`src/rtl/ps2id_pkg.sv`:
```
package ps2id_pkg;
  localparam logic [7:0] BYTE_SELFTEST  = 8'hAA;
  localparam logic [7:0] BYTE_MOUSE_ID  = 8'h00;
  localparam logic [7:0] BYTE_ACK       = 8'hFA;
  localparam logic [7:0] CMD_STREAM     = 8'hEA;
  localparam logic [7:0] CMD_REPORT_ON  = 8'hF4;

  typedef enum logic [2:0] {
    ST_WAIT_BAT, ST_WAIT_ID, ST_SEND, ST_XMIT, ST_ACK, ST_DONE
  } seq_st_e;

  typedef enum logic [1:0] {
    TX_IDLE, TX_REQ, TX_BUSY
  } tx_st_e;
endpackage

```
`src/rtl/ps2id_timer.sv`:
```
module ps2id_timer #(
  parameter int W = 8
) (
  input  logic         clk_i,
  input  logic         rst_ni,
  input  logic         load_i,
  input  logic [W-1:0] val_i,
  output logic         expire_o
);
  logic [W-1:0] cnt_q;

  always_ff @(posedge clk_i or negedge rst_ni) begin
    if (!rst_ni)                cnt_q <= '0;
    else if (load_i)            cnt_q <= val_i;
    else if (cnt_q != '0)       cnt_q <= cnt_q - 1'b1;
  end

  // fires in the last cycle of the window; consumer acts on the next edge
  assign expire_o = (cnt_q == W'(1));
endmodule

```
`src/rtl/ps2id_tx_port.sv`:
```
module ps2id_tx_port
  import ps2id_pkg::*;
(
  input  logic       clk_i,
  input  logic       rst_ni,
  input  logic       start_i,
  input  logic [7:0] data_i,
  input  logic       tx_busy_i,
  output logic       tx_req_o,
  output logic [7:0] tx_data_o,
  output logic       done_o
);
  tx_st_e     st_q;
  logic [7:0] data_q;

  always_ff @(posedge clk_i or negedge rst_ni) begin
    if (!rst_ni) begin
      st_q   <= TX_IDLE;
      data_q <= '0;
    end else begin
      unique case (st_q)
        TX_IDLE: if (start_i) begin
          data_q <= data_i;
          st_q   <= TX_REQ;
        end
        TX_REQ:  if (tx_busy_i)  st_q <= TX_BUSY;
        TX_BUSY: if (!tx_busy_i) st_q <= TX_IDLE;
        default: st_q <= TX_IDLE;
      endcase
    end
  end

  assign tx_req_o  = (st_q == TX_REQ);
  assign tx_data_o = data_q;
  assign done_o    = (st_q == TX_BUSY) && !tx_busy_i;
endmodule

```
`src/rtl/ps2id_ctrl.sv`:
```
module ps2id_ctrl
  import ps2id_pkg::*;
#(
  parameter int ID_WAIT_CYC  = 2_000_000,
  parameter int ACK_WAIT_CYC = 2_500_000,
  parameter int TW           = 22
) (
  input  logic          clk_i,
  input  logic          rst_ni,
  input  logic          rx_valid_i,
  input  logic [7:0]    rx_data_i,
  input  logic          tx_done_i,
  input  logic          tmr_expire_i,
  output logic          start_o,
  output logic [7:0]    cmd_o,
  output logic          tmr_load_o,
  output logic [TW-1:0] tmr_val_o,
  output logic          is_mouse_o,
  output logic          ready_o,
  output logic          error_o
);
  seq_st_e    st_q;
  logic [7:0] cmd_q;
  logic       retry_q, mouse_q, ready_q, error_q;
  logic       bat_seen;

  assign bat_seen = (st_q == ST_WAIT_BAT) && rx_valid_i && (rx_data_i == BYTE_SELFTEST);

  always_comb begin
    tmr_load_o = 1'b0;
    tmr_val_o  = TW'(ACK_WAIT_CYC);
    if (bat_seen) begin
      tmr_load_o = 1'b1;
      tmr_val_o  = TW'(ID_WAIT_CYC);
    end else if (st_q == ST_XMIT && tx_done_i) begin
      tmr_load_o = 1'b1;
    end
  end

  assign start_o    = (st_q == ST_SEND);
  assign cmd_o      = cmd_q;
  assign is_mouse_o = mouse_q;
  assign ready_o    = ready_q;
  assign error_o    = error_q;

  always_ff @(posedge clk_i or negedge rst_ni) begin
    if (!rst_ni) begin
      st_q    <= ST_WAIT_BAT;
      cmd_q   <= '0;
      retry_q <= 1'b0;
      mouse_q <= 1'b0;
      ready_q <= 1'b0;
      error_q <= 1'b0;
    end else begin
      unique case (st_q)
        ST_WAIT_BAT: if (bat_seen) begin
          error_q <= 1'b0;
          st_q    <= ST_WAIT_ID;
        end
        ST_WAIT_ID: begin
          if (rx_valid_i && rx_data_i == BYTE_MOUSE_ID) begin
            mouse_q <= 1'b1;
            cmd_q   <= CMD_STREAM;
            retry_q <= 1'b0;
            st_q    <= ST_SEND;
          end else if (rx_valid_i || tmr_expire_i) begin
            ready_q <= 1'b1;
            st_q    <= ST_DONE;
          end
        end
        ST_SEND: st_q <= ST_XMIT;
        ST_XMIT: if (tx_done_i) st_q <= ST_ACK;
        ST_ACK: begin
          // a reply wins over an expiring window in the same cycle
          if (rx_valid_i && rx_data_i == BYTE_ACK) begin
            if (cmd_q == CMD_STREAM) begin
              cmd_q   <= CMD_REPORT_ON;
              retry_q <= 1'b0;
              st_q    <= ST_SEND;
            end else begin
              ready_q <= 1'b1;
              st_q    <= ST_DONE;
            end
          end else if (rx_valid_i || tmr_expire_i) begin
            if (!retry_q) begin
              retry_q <= 1'b1;
              st_q    <= ST_SEND;
            end else begin
              error_q <= 1'b1;
              mouse_q <= 1'b0;
              st_q    <= ST_WAIT_BAT;
            end
          end
        end
        ST_DONE: st_q <= ST_DONE;
        default: st_q <= ST_WAIT_BAT;
      endcase
    end
  end
endmodule

```
`src/rtl/ps2_ident_seq.sv`:
```
module ps2_ident_seq #(
  parameter int ID_WAIT_CYC  = 2_000_000,
  parameter int ACK_WAIT_CYC = 2_500_000
) (
  input  logic       clk_i,
  input  logic       rst_ni,
  input  logic       rx_valid_i,
  input  logic [7:0] rx_data_i,
  input  logic       tx_busy_i,
  output logic       tx_req_o,
  output logic [7:0] tx_data_o,
  output logic       is_mouse_o,
  output logic       ready_o,
  output logic       error_o
);
  localparam int MAX_WAIT = (ID_WAIT_CYC > ACK_WAIT_CYC) ? ID_WAIT_CYC : ACK_WAIT_CYC;
  localparam int TW       = $clog2(MAX_WAIT + 1);

  logic          start, tx_done, tmr_load, tmr_expire;
  logic [7:0]    cmd;
  logic [TW-1:0] tmr_val;

  ps2id_ctrl #(
    .ID_WAIT_CYC (ID_WAIT_CYC),
    .ACK_WAIT_CYC(ACK_WAIT_CYC),
    .TW          (TW)
  ) u_ctrl (
    .clk_i       (clk_i),
    .rst_ni      (rst_ni),
    .rx_valid_i  (rx_valid_i),
    .rx_data_i   (rx_data_i),
    .tx_done_i   (tx_done),
    .tmr_expire_i(tmr_expire),
    .start_o     (start),
    .cmd_o       (cmd),
    .tmr_load_o  (tmr_load),
    .tmr_val_o   (tmr_val),
    .is_mouse_o  (is_mouse_o),
    .ready_o     (ready_o),
    .error_o     (error_o)
  );

  ps2id_tx_port u_tx (
    .clk_i    (clk_i),
    .rst_ni   (rst_ni),
    .start_i  (start),
    .data_i   (cmd),
    .tx_busy_i(tx_busy_i),
    .tx_req_o (tx_req_o),
    .tx_data_o(tx_data_o),
    .done_o   (tx_done)
  );

  ps2id_timer #(.W(TW)) u_tmr (
    .clk_i   (clk_i),
    .rst_ni  (rst_ni),
    .load_i  (tmr_load),
    .val_i   (tmr_val),
    .expire_o(tmr_expire)
  );
endmodule

```
`config.mk`:
```
export PLATFORM = sky130hd
export DESIGN_NAME = ps2_ident_seq
export DESIGN_NICKNAME = d
export VERILOG_FILES = /design/src/rtl/ps2id_pkg.sv /design/src/rtl/ps2id_timer.sv /design/src/rtl/ps2id_tx_port.sv /design/src/rtl/ps2id_ctrl.sv /design/src/rtl/ps2_ident_seq.sv
export SDC_FILE = /design/constraint.sdc
export NUM_CORES = 1
export LEC_CHECK = 0
export CAP_MARGIN = 5
export CORE_ASPECT_RATIO = 0.9
export CORE_MARGIN = 5
export CORE_UTILIZATION = 40
export DETAILED_ROUTE_END_ITERATION = 10
export DONT_BUFFER_PORTS = 1
export PLACE_DENSITY = 0.55
export RECOVER_POWER = 50
export SLEW_MARGIN = 40
export SYNTH_ARGS = -nofsm -noshare
export SYNTH_HDL_FRONTEND = slang
export SYNTH_SLANG_ARGS = --single-unit
```
`constraint.sdc`:
```
create_clock -name clk_i -period 2.11 [get_ports clk_i]
set_input_delay 0.1055 -clock clk_i [delete_from_list [all_inputs] [get_ports clk_i]]
set_output_delay 0.1055 -clock clk_i [all_outputs]
set_load 0.1 [all_outputs]
```
# After elaboration in Yosys (flattened, before gate mapping)
# Cells that the tools add are included.
totals:
  regBits: 47
  inputBits: 12
  out_inout_bits: 12
op_classes:
  addsub: 1
  n_eq_ne: 28
  n_mux: 41
  reduce_logical: 23
ops:
  columns: ["operator", "count"]
  rows:
  - ["22-bit 2-to-1 mux", 3]
  - ["8-bit equality test (second input constant)", 3]
  - ["8-bit 2-to-1 mux", 3]
  - ["22-bit by 1-bit equality test with 1-bit output (second input constant)", 1]
  - ["22-bit nonzero test", 1]
  - ["22-bit by 1-bit subtractor with 22-bit output (second input constant)", 1]
  - ["3-bit 2-to-1 mux", 7]
  - ["3-bit one-hot mux with 6 select lines", 1]
  - ["1-bit 2-to-1 mux", 17]
  - ["2-bit by 1-bit != test with 1-bit output (second input constant)", 8]
  - ["8-bit one-hot mux with 2 select lines", 1]
  - ["5-bit AND reduction", 3]
  - ["2-bit != test (second input constant)", 6]
  - ["4-bit AND reduction", 3]
  - ["8-bit zero test", 1]
  - ["2-bit 2-to-1 mux", 4]
  - ["1-bit one-hot mux with 2 select lines", 4]
  - ["3-bit by 2-bit equality test with 1-bit output (second input constant)", 2]
  - ["3-bit equality test (second input constant)", 2]
  - ["1-bit logical AND", 6]
  - ["3-bit by 1-bit != test with 1-bit output (second input constant)", 2]
  - ["2-bit one-hot mux with 3 select lines", 1]
  - ["2-bit nonzero test", 3]
  - ["3-bit by 1-bit equality test with 1-bit output (second input constant)", 1]
  - ["other kinds (9)", 9]

# Longest topological paths before layout
# Gate-level depths: netlist of run 1.
depth:
  ltp_word: 6
  depth_mapped: 7
  depth_no_buf: 6

# By module
# Synthesis of run 1 repeated with hierarchy kept, for this count alone.
unflattened:
  cells_unflattened: 272
  area_unflattened_um2: 2528.7
by_module_without_submodules:
  columns: ["module", "n_inst", "cells_each", "area_per_inst_um2", "seq_area_each_um2"]
  rows:
  - ["ps2id_timer", 1, 143, 1315.0, 550.5]
  - ["ps2id_ctrl", 1, 103, 808.3, 250.2]
  - ["ps2id_tx_port", 1, 26, 405.4, 250.2]

# Least setup slack after synthesis of run 1
# Ideal clock, no wire load.
synth_path:
  path_type: "register to register"
  from: "reg u_tmr.cnt_q[18]"
  to: "reg u_ctrl.retry_q"
  setup_ns: 0.122
  t_arrival_ns: 1.863
  t_required_ns: 1.988
  setup_slack_ns: 0.126
  stages_incl_launch_ff: 7
  n_path_buf: 1
  synth_period_minus_slack_ns: 1.984
  cell_sequence: "dfrtp_1 -> or3_4 -> and4b_1 -> buf_2 -> a21oi_1 -> or3_1 -> a32o_1"
synth_between:
  elab_chain_len: 4
synth_lines:
  columns: ["element", "line_no", "rtl"]
  rows:
  - ["from (decl)", "ps2id_timer.sv:10", "logic [W-1:0] cnt_q;"]
  - ["from (signal assigned)", "ps2id_timer.sv:14", "else if (load_i) cnt_q <= val_i;"]
  - ["from (signal assigned)", "ps2id_timer.sv:15", "else if (cnt_q != '0) cnt_q <= cnt_q - 1'b1;"]
  - ["22-bit by 1-bit equality test with 1-bit output", "ps2id_timer.sv:19", "assign expire_o = (cnt_q == W'(1));"]
  - ["1-bit logical OR", "ps2id_ctrl.sv:84", "end else if (rx_valid_i || tmr_expire_i) begin"]
  - ["3-bit by 1-bit != test with 1-bit output (no line)", null, null]
  - ["4-bit AND reduction (no line)", null, null]
  - ["to (signal assigned)", "ps2id_ctrl.sv:64", "retry_q <= 1'b0;"]
  - ["to (signal assigned)", "ps2id_ctrl.sv:78", "retry_q <= 1'b0;"]
  - ["to (signal assigned)", "ps2id_ctrl.sv:86", "retry_q <= 1'b1;"]
  - ["to (decl)", "ps2id_ctrl.sv:24", "logic retry_q, mouse_q, ready_q, error_q;"]
# No other way between the ends.
# A chain may end at the register's enable or synchronous reset.

# Final worst setup path of run 1
layout_path:
  from: "reg u_tmr.cnt_q[2]"
  to: "reg u_tmr.cnt_q[17]"
layout_between:
  elab_chain_len: 3
  elab_cells_between_ends: 5
  classes_between: "add/sub (1); mux (2); reduce/logical (2)"
layout_lines:
  columns: ["element", "line_no"]
  rows:
  - ["22-bit by 1-bit subtractor with 22-bit output", "ps2id_timer.sv:15"]
  - ["22-bit 2-to-1 mux", "ps2id_timer.sv:15"]
  - ["22-bit 2-to-1 mux", "ps2id_timer.sv:14"]
# Parallel ways exist; a longest one is shown, timed or not. The select of a mux whose other input is x is not followed.

==> results.toml, run 1 <==
[synthesis]
ys_ff_latch = 37
ys.flop_type = "dfrtp_1"
ys_types = 54
synth_area_mm2 = 0.00209
ys_warn_count = 0
syn_avg_cell_area_um2 = 9.36
muxShareOfSynthArea_pct = 2.58
synth_top_family_by_area = "simple AND/OR/NAND/NOR gates"
synth-compound-area-share_pct = 13.2
synth_fa_ha_area_share_pct = 1.20
synth-xor-area-share_pct = 6.29
yosysSeqAreaShare_pct = 44.3
syn_inst = 223
synth_edf_count = 0
yosys.area_share.simple_pct = 28.1
synth_nets = 237
synthArstFlopShare_pct = 100

[clock_network]
cts_tree = "done"
clock-root-buffer = "clkbuf_8"
cts_inserted_buffers = 5
htreeDepth = 2
clock_latency_ns = 0.28
cts_num_sinks = 37
cts_max_path_buffers = 2
clk_pin_slew_worst_paths_ns = 0.08

[grt]
overflow = 0
grt_max_degree = 38
grt_pass1_vias = 1815
met1_usage_pct = 21.2
grt_use_met2_pct = 23.4
antenna_found_initial = 0
grt.busiest_layer = "met2"
grt_usage_pct = 15.1
use_met3_pct = 3.88
grt_pass1_wl_mm = 8.33

[timing]
tns_ns = 0
period_minus_slack_ns = 2.01
hold_violations = 0
relSlewSlack_pct = 19.8
slew_violations = 0
worst_pin_slew_ns = 1.20
fin_crit_sh_pct = 95.3
rsz0062_at_grt = "no"
finClkSkew_ns = 0.00964
max_freq_ghz = 0.497
setup_viol = 0

[pwr]
power.density_mw_per_mm2 = 1180
total_power_mw = 2.93
leakage_nw = 0.963
vdd_drop_max_mv = 0.617

[floorplan]
core_mm2 = 0.00516
rows = 25
pin_count = 24
dieArea_mm2 = 0.00677
die_w_um = 86.2
initial_core_util_pct = 40.5
dieHeight_um = 78.5

[worst_hold_path]
holdPathStages = 3
worstHoldEndpoint = "u_tmr.cnt_q[13]$_DFFE_PN0P_"
hp-start = "tx_busy_i"
hold_class = "input pin to register"

[critical_path]
reg2reg_setup_slack_ns = 0.1
r2r_start = "u_tmr.cnt_q[2]$_DFFE_PN0P_"
path_class = "register to register"
endpoint_kind = "register"
cp_data_required_time_ns = 2.33
worstReg2RegEnd = "u_tmr.cnt_q[17]$_DFFE_PN0P_"
worstPathArrival_ns = 2.23
path_max_fanout = 5
r2r_cells = 5
critPathLaunchType = "register"

[detailed_routing]
routedWlPerCell_um = 14.5
drtIter0Drc = 128
vias = 1691
vias_per_cell = 5.33
drt-total-wl_mm = 4.61
drc = 0
ant_nets = 0
drt_pass1_iterations = 4

[final_layout]
final_common_cell = "dfrtp_1"
fillerInstances = 490
insertedDiodeCount = 0
design_area_mm2 = 0.00247
area_growth_pct = 18.4
layout_common_cells = "dfrtp_1 (33), nor2_1 (26), buf_4 (24)"
drive_above_1_share_pct = 20.0
final_nets = 263

[status]
outcome = "completed"

[placement]
io_buffers = 0
gp_congestion = 0.775
place_area_mm2 = 0.00232
dpl.hpwl_mm = 3.35

[flow_run]
maxCapViolations = 0
-- cells by family (layout without fill, tap and decap cells) --
| group | count (synthesis) | count (layout) |
|---|---|---|
| other | 1 | 1 |
| and+or+nand+nor | 105 | 105 |
| muxes | 5 | 5 |
| buffers and inverters | 17 | 44 |
| DFF | 37 | 37 |
| xor gates and xnor gates | 15 | 15 |
| adders and majority gates | 2 | 2 |
| AOI/OAI and AO/OA | 41 | 41 |
-- cell type report --
cell class,count,area [µm²],share of cell area (%)
Sequential cell,37,931,37.7
Clock inverter,2,38.8,1.57
Inverter,5,18.8,0.759
Timing Repair Buffer,31,236,9.56
Multi-Input combinational cell,169,1090,44.1
Tap cell,67,83.8,3.39
Clock buffer,6,72.6,2.94
-- stage by stage --
step           setup WS, ns  utilization [%]  hold WS [ns]  std cells
4_1_cts              0.0723             48.0         0.144        316
3_5_place_dp         0.0967             45.0        -0.189        305
2_1_floorplan         0.126                -        -0.190        223
3_3_place_gp          0.133             45.0        -0.189        305
5_1_grt             0.00215             47.9         0.164        317
6_report             0.0991             47.9         0.146        317
-- report_power, final --
part	switching (mW)	internal, mW	leakage (nW)
Sequential	0.237	0.926	0.416
Combinational	0.736	0.418	0.492
Clock	0.257	0.355	0.0554
-- flip-flops by register name, summed over array words and instances, names as in the netlist --
name,count
u_ctrl.st_q,3
u_tx.tx_data_o,3
u_ctrl.error_o,1
u_ctrl.cmd_o,3
u_ctrl.retry_q,1
u_tmr.cnt_q,22
u_ctrl.is_mouse_o,1
u_tx.st_q,2
u_ctrl.ready_o,1
-- worst max path at each step --
stage	startpoint	cells after the start	to
after detailed placement	u_tmr.cnt_q[3]$_DFFE_PN0P_	5	u_tmr.cnt_q[17]$_DFFE_PN0P_
after global routing	u_tmr.cnt_q[2]$_DFFE_PN0P_	5	u_tmr.cnt_q[17]$_DFFE_PN0P_
after CTS	u_tmr.cnt_q[3]$_DFFE_PN0P_	5	u_tmr.cnt_q[17]$_DFFE_PN0P_
after global placement	u_tmr.cnt_q[3]$_DFFE_PN0P_	5	u_tmr.cnt_q[17]$_DFFE_PN0P_
final	u_tmr.cnt_q[2]$_DFFE_PN0P_	5	u_tmr.cnt_q[17]$_DFFE_PN0P_
after floorplan	u_tmr.cnt_q[18]$_DFFE_PN0P_	6	u_ctrl.retry_q$_DFFE_PN0P_
-- critical path: stages (launching register included) --
cell and delay [ns]:
dfrtp_2 0.44, or4_4 0.52, or2_4 0.29, or2_0 0.21
or4_1 0.40, nand3_1 0.09
-- metal layers --
| layer | wire (µm) | part of all wire (%) |
|---|---|---|
| met1 | 2300 | 50 |
| met5 | 0 | 0 |
| met2 | 2120 | 46 |
| met4 | 14 | 0.30 |
| met3 | 178 | 3.9 |
-- synthesized netlist by cell type (2+ instances only) --
cell      number  area share [%]
a21boi_0       2            0.72
xor2_1         8             3.4
mux2_2         3             1.6
nor4_1        10             3.0
and2_1         2            0.60
or4_1          5             1.8
or3_1          5             1.5
o211ai_1       3             1.1
nor4b_1        3             1.3
nand3b_1       3             1.1
nand2_1       13             2.3
inv_1          5            0.90
o31ai_1        2            0.72
a22oi_1        2            0.72
a21oi_1        5             1.2
buf_4          5             1.8
xnor2_1        7             2.9
or2_2          2            0.60
o21a_1         2            0.72
nand2b_1       6             1.8
nor2b_1        4             1.2
mux2i_1        2            0.96
nand3_1        5             1.2
a32o_1         2            0.96
dfrtp_1       37              44
a31oi_1        2            0.60
ha_1           2             1.2
buf_2          2            0.48
nor3_1        10             2.4
nor2_1        26             4.7
o21ai_0       12             2.9
clkbuf_1       4            0.72
-- what timing repair did --
action	CTS	global route
gates resized for setup	0	4
setup buffers	0	1
hold buffers	3	0
hold endpoints to repair	39	0
setup endpoints to repair	0	3
Power figures use the tool's default switching activity.
==> run 2, diff against run 1 <==
==> constraint.sdc (replaced) <==
create_clock -name clk_i -period 2.11 [get_ports clk_i]
set_input_delay 0.211 -clock clk_i [delete_from_list [all_inputs] [get_ports clk_i]]
set_output_delay 0.211 -clock clk_i [all_outputs]
set_load 0.1 [all_outputs]
==> results.toml, run 2 (synthesis gave the netlist of run 1 again) <==
[status]
outcome = "completed"

[timing]
max_freq_ghz = 0.501
rsz0062_at_grt = "no"
hold_violations = 0
fin_crit_sh_pct = 94.6
period_minus_slack_ns = 2.00
worst_pin_slew_ns = 1.21
relSlewSlack_pct = 19.3
tns_ns = 0
finClkSkew_ns = 0.00632
setup_viol = 0
slew_violations = 0
fin_ws_ns = 0.115

[placement]
io_buffers = 0
place_ws_ns = 0.111
gp_congestion = 0.795
dpl.hpwl_mm = 3.29
place_area_mm2 = 0.00232

[detailed_routing]
drtIter0Drc = 63
vias = 1711
vias_per_cell = 5.40
wl_met3_um = 175
drt_pass1_iterations = 4
drt-total-wl_mm = 4.54
top_layer_used = "met4"
wirelength_met1_mm = 2.27
routedWlPerCell_um = 14.3
wl_met2_mm = 2.04
drc = 0
ant_nets = 0

[final_layout]
final_common_cell = "dfrtp_1"
final_nets = 263
top_register = "u_tmr.cnt_q"
register_area_um2 = 930
layout_common_cells = "dfrtp_1 (34), nor2_1 (26), buf_4 (25)"
fillerInstances = 497
multi_input_area_mm2 = 0.00109
drive_above_1_share_pct = 20.4
design_area_mm2 = 0.00245
final_util_pct = 47.5
insertedDiodeCount = 0
area_growth_pct = 17.4
largest_register_ffs = 22

[critical_path]
cp_data_required_time_ns = 2.34
path_class = "register to register"
worstPathArrival_ns = 2.22
r2r_cells = 5
path_max_fanout = 4
critPathLaunchType = "register"
endpoint_kind = "register"

[worst_hold_path]
holdPathStages = 1
hold_class = "input pin to register"

[grt]
grt_max_degree = 38
grt_usage_pct = 15.0
grt_pass1_vias = 1715
antenna_found_initial = 0
grt_pass1_wl_mm = 8.09
overflow = 0

[floorplan]
core_mm2 = 0.00516
die_w_um = 86.2
rows = 25
pin_count = 24
dieArea_mm2 = 0.00677
initial_core_util_pct = 40.5
dieHeight_um = 78.5

[clock_network]
cts_num_sinks = 37
cts_tree = "done"
clock-root-buffer = "clkbuf_8"
htreeDepth = 2
clk_pin_slew_worst_paths_ns = 0.08
cts_max_path_buffers = 2
clock_latency_ns = 0.30
cts_inserted_buffers = 5

[pwr]
leakage_nw = 0.955
total_power_mw = 2.79
vdd_drop_max_mv = 0.635
power.density_mw_per_mm2 = 1140

[flow_run]
maxCapViolations = 0
[run 2: final timing paths]
kind | slack [ns] | startpoint | endpoint
setup / recovery | 0.11 | u_tmr.cnt_q[7]$_DFFE_PN0P_ | u_tmr.cnt_q[17]$_DFFE_PN0P_
hold / removal | 0.05 | tx_busy_i | u_tx.st_q[1]$_DFFE_PN0P_
setup reg to reg | 0.11 | u_tmr.cnt_q[7]$_DFFE_PN0P_ | u_tmr.cnt_q[17]$_DFFE_PN0P_
hold reg to reg | 0.50 | u_ctrl.cmd_o[6]$_DFFE_PN0P_ | u_ctrl.cmd_o[6]$_DFFE_PN0P_
max in group asynchronous | 0.85 | rst_ni | u_tx.tx_data_o[3]$_DFFE_PN0P_
min in group asynchronous | 0.61 | rst_ni | u_tmr.cnt_q[4]$_DFFE_PN0P_
[run 2: power by group]
group	internal [mW]	leakage (nW)	total [mW]	switching (mW)
logic	0.414	0.494	1.06	0.643
clock network	0.228	0.0439	0.502	0.274
registers	0.923	0.417	1.23	0.309
[run 2: layer usage]
layer / GRT usage, % / up-vias
met2: 23.0 / 26
li1: - / 860
met1: 20.4 / 818
met5: 0 / -
met3: 4.09 / 7
met4: 4.75 / 0
[run 2: metrics by stage]
stage / instances / hold WS (ns)
floorplan: 223 / -0.0846
global placement: 305 / -0.0830
detailed placement: 305 / -0.0827
CTS: 316 / 0.0454
global route: 317 / 0.0305
finish: 317 / 0.0487
[run 2: cell type report]
class,count,share of cell area [%]
clock buffers,5,2.81
flip-flops and latches,37,37.9
multi-input cells,169,44.6
repair buffers,31,9.80
clock inverters,3,0.715
inverters,5,0.766
well taps,67,3.42
[run 2: critical path: stages (launching register included)]
cell and delay [ns]:
dfrtp_1 0.42, or4_4 0.55, or2_4 0.26, or2_0 0.21, or4_1 0.40, nand3_1 0.10
[run 2: repair_timing]
| action | CTS | global route |
|---|---|---|
| resized for setup | 0 | 3 |
| buffers inserted | 0 | 1 |
| endpoints found under the setup margin | 0 | 2 |
| hold buffers | 3 | 0 |
| endpoints found under the hold margin | 38 | 0 |
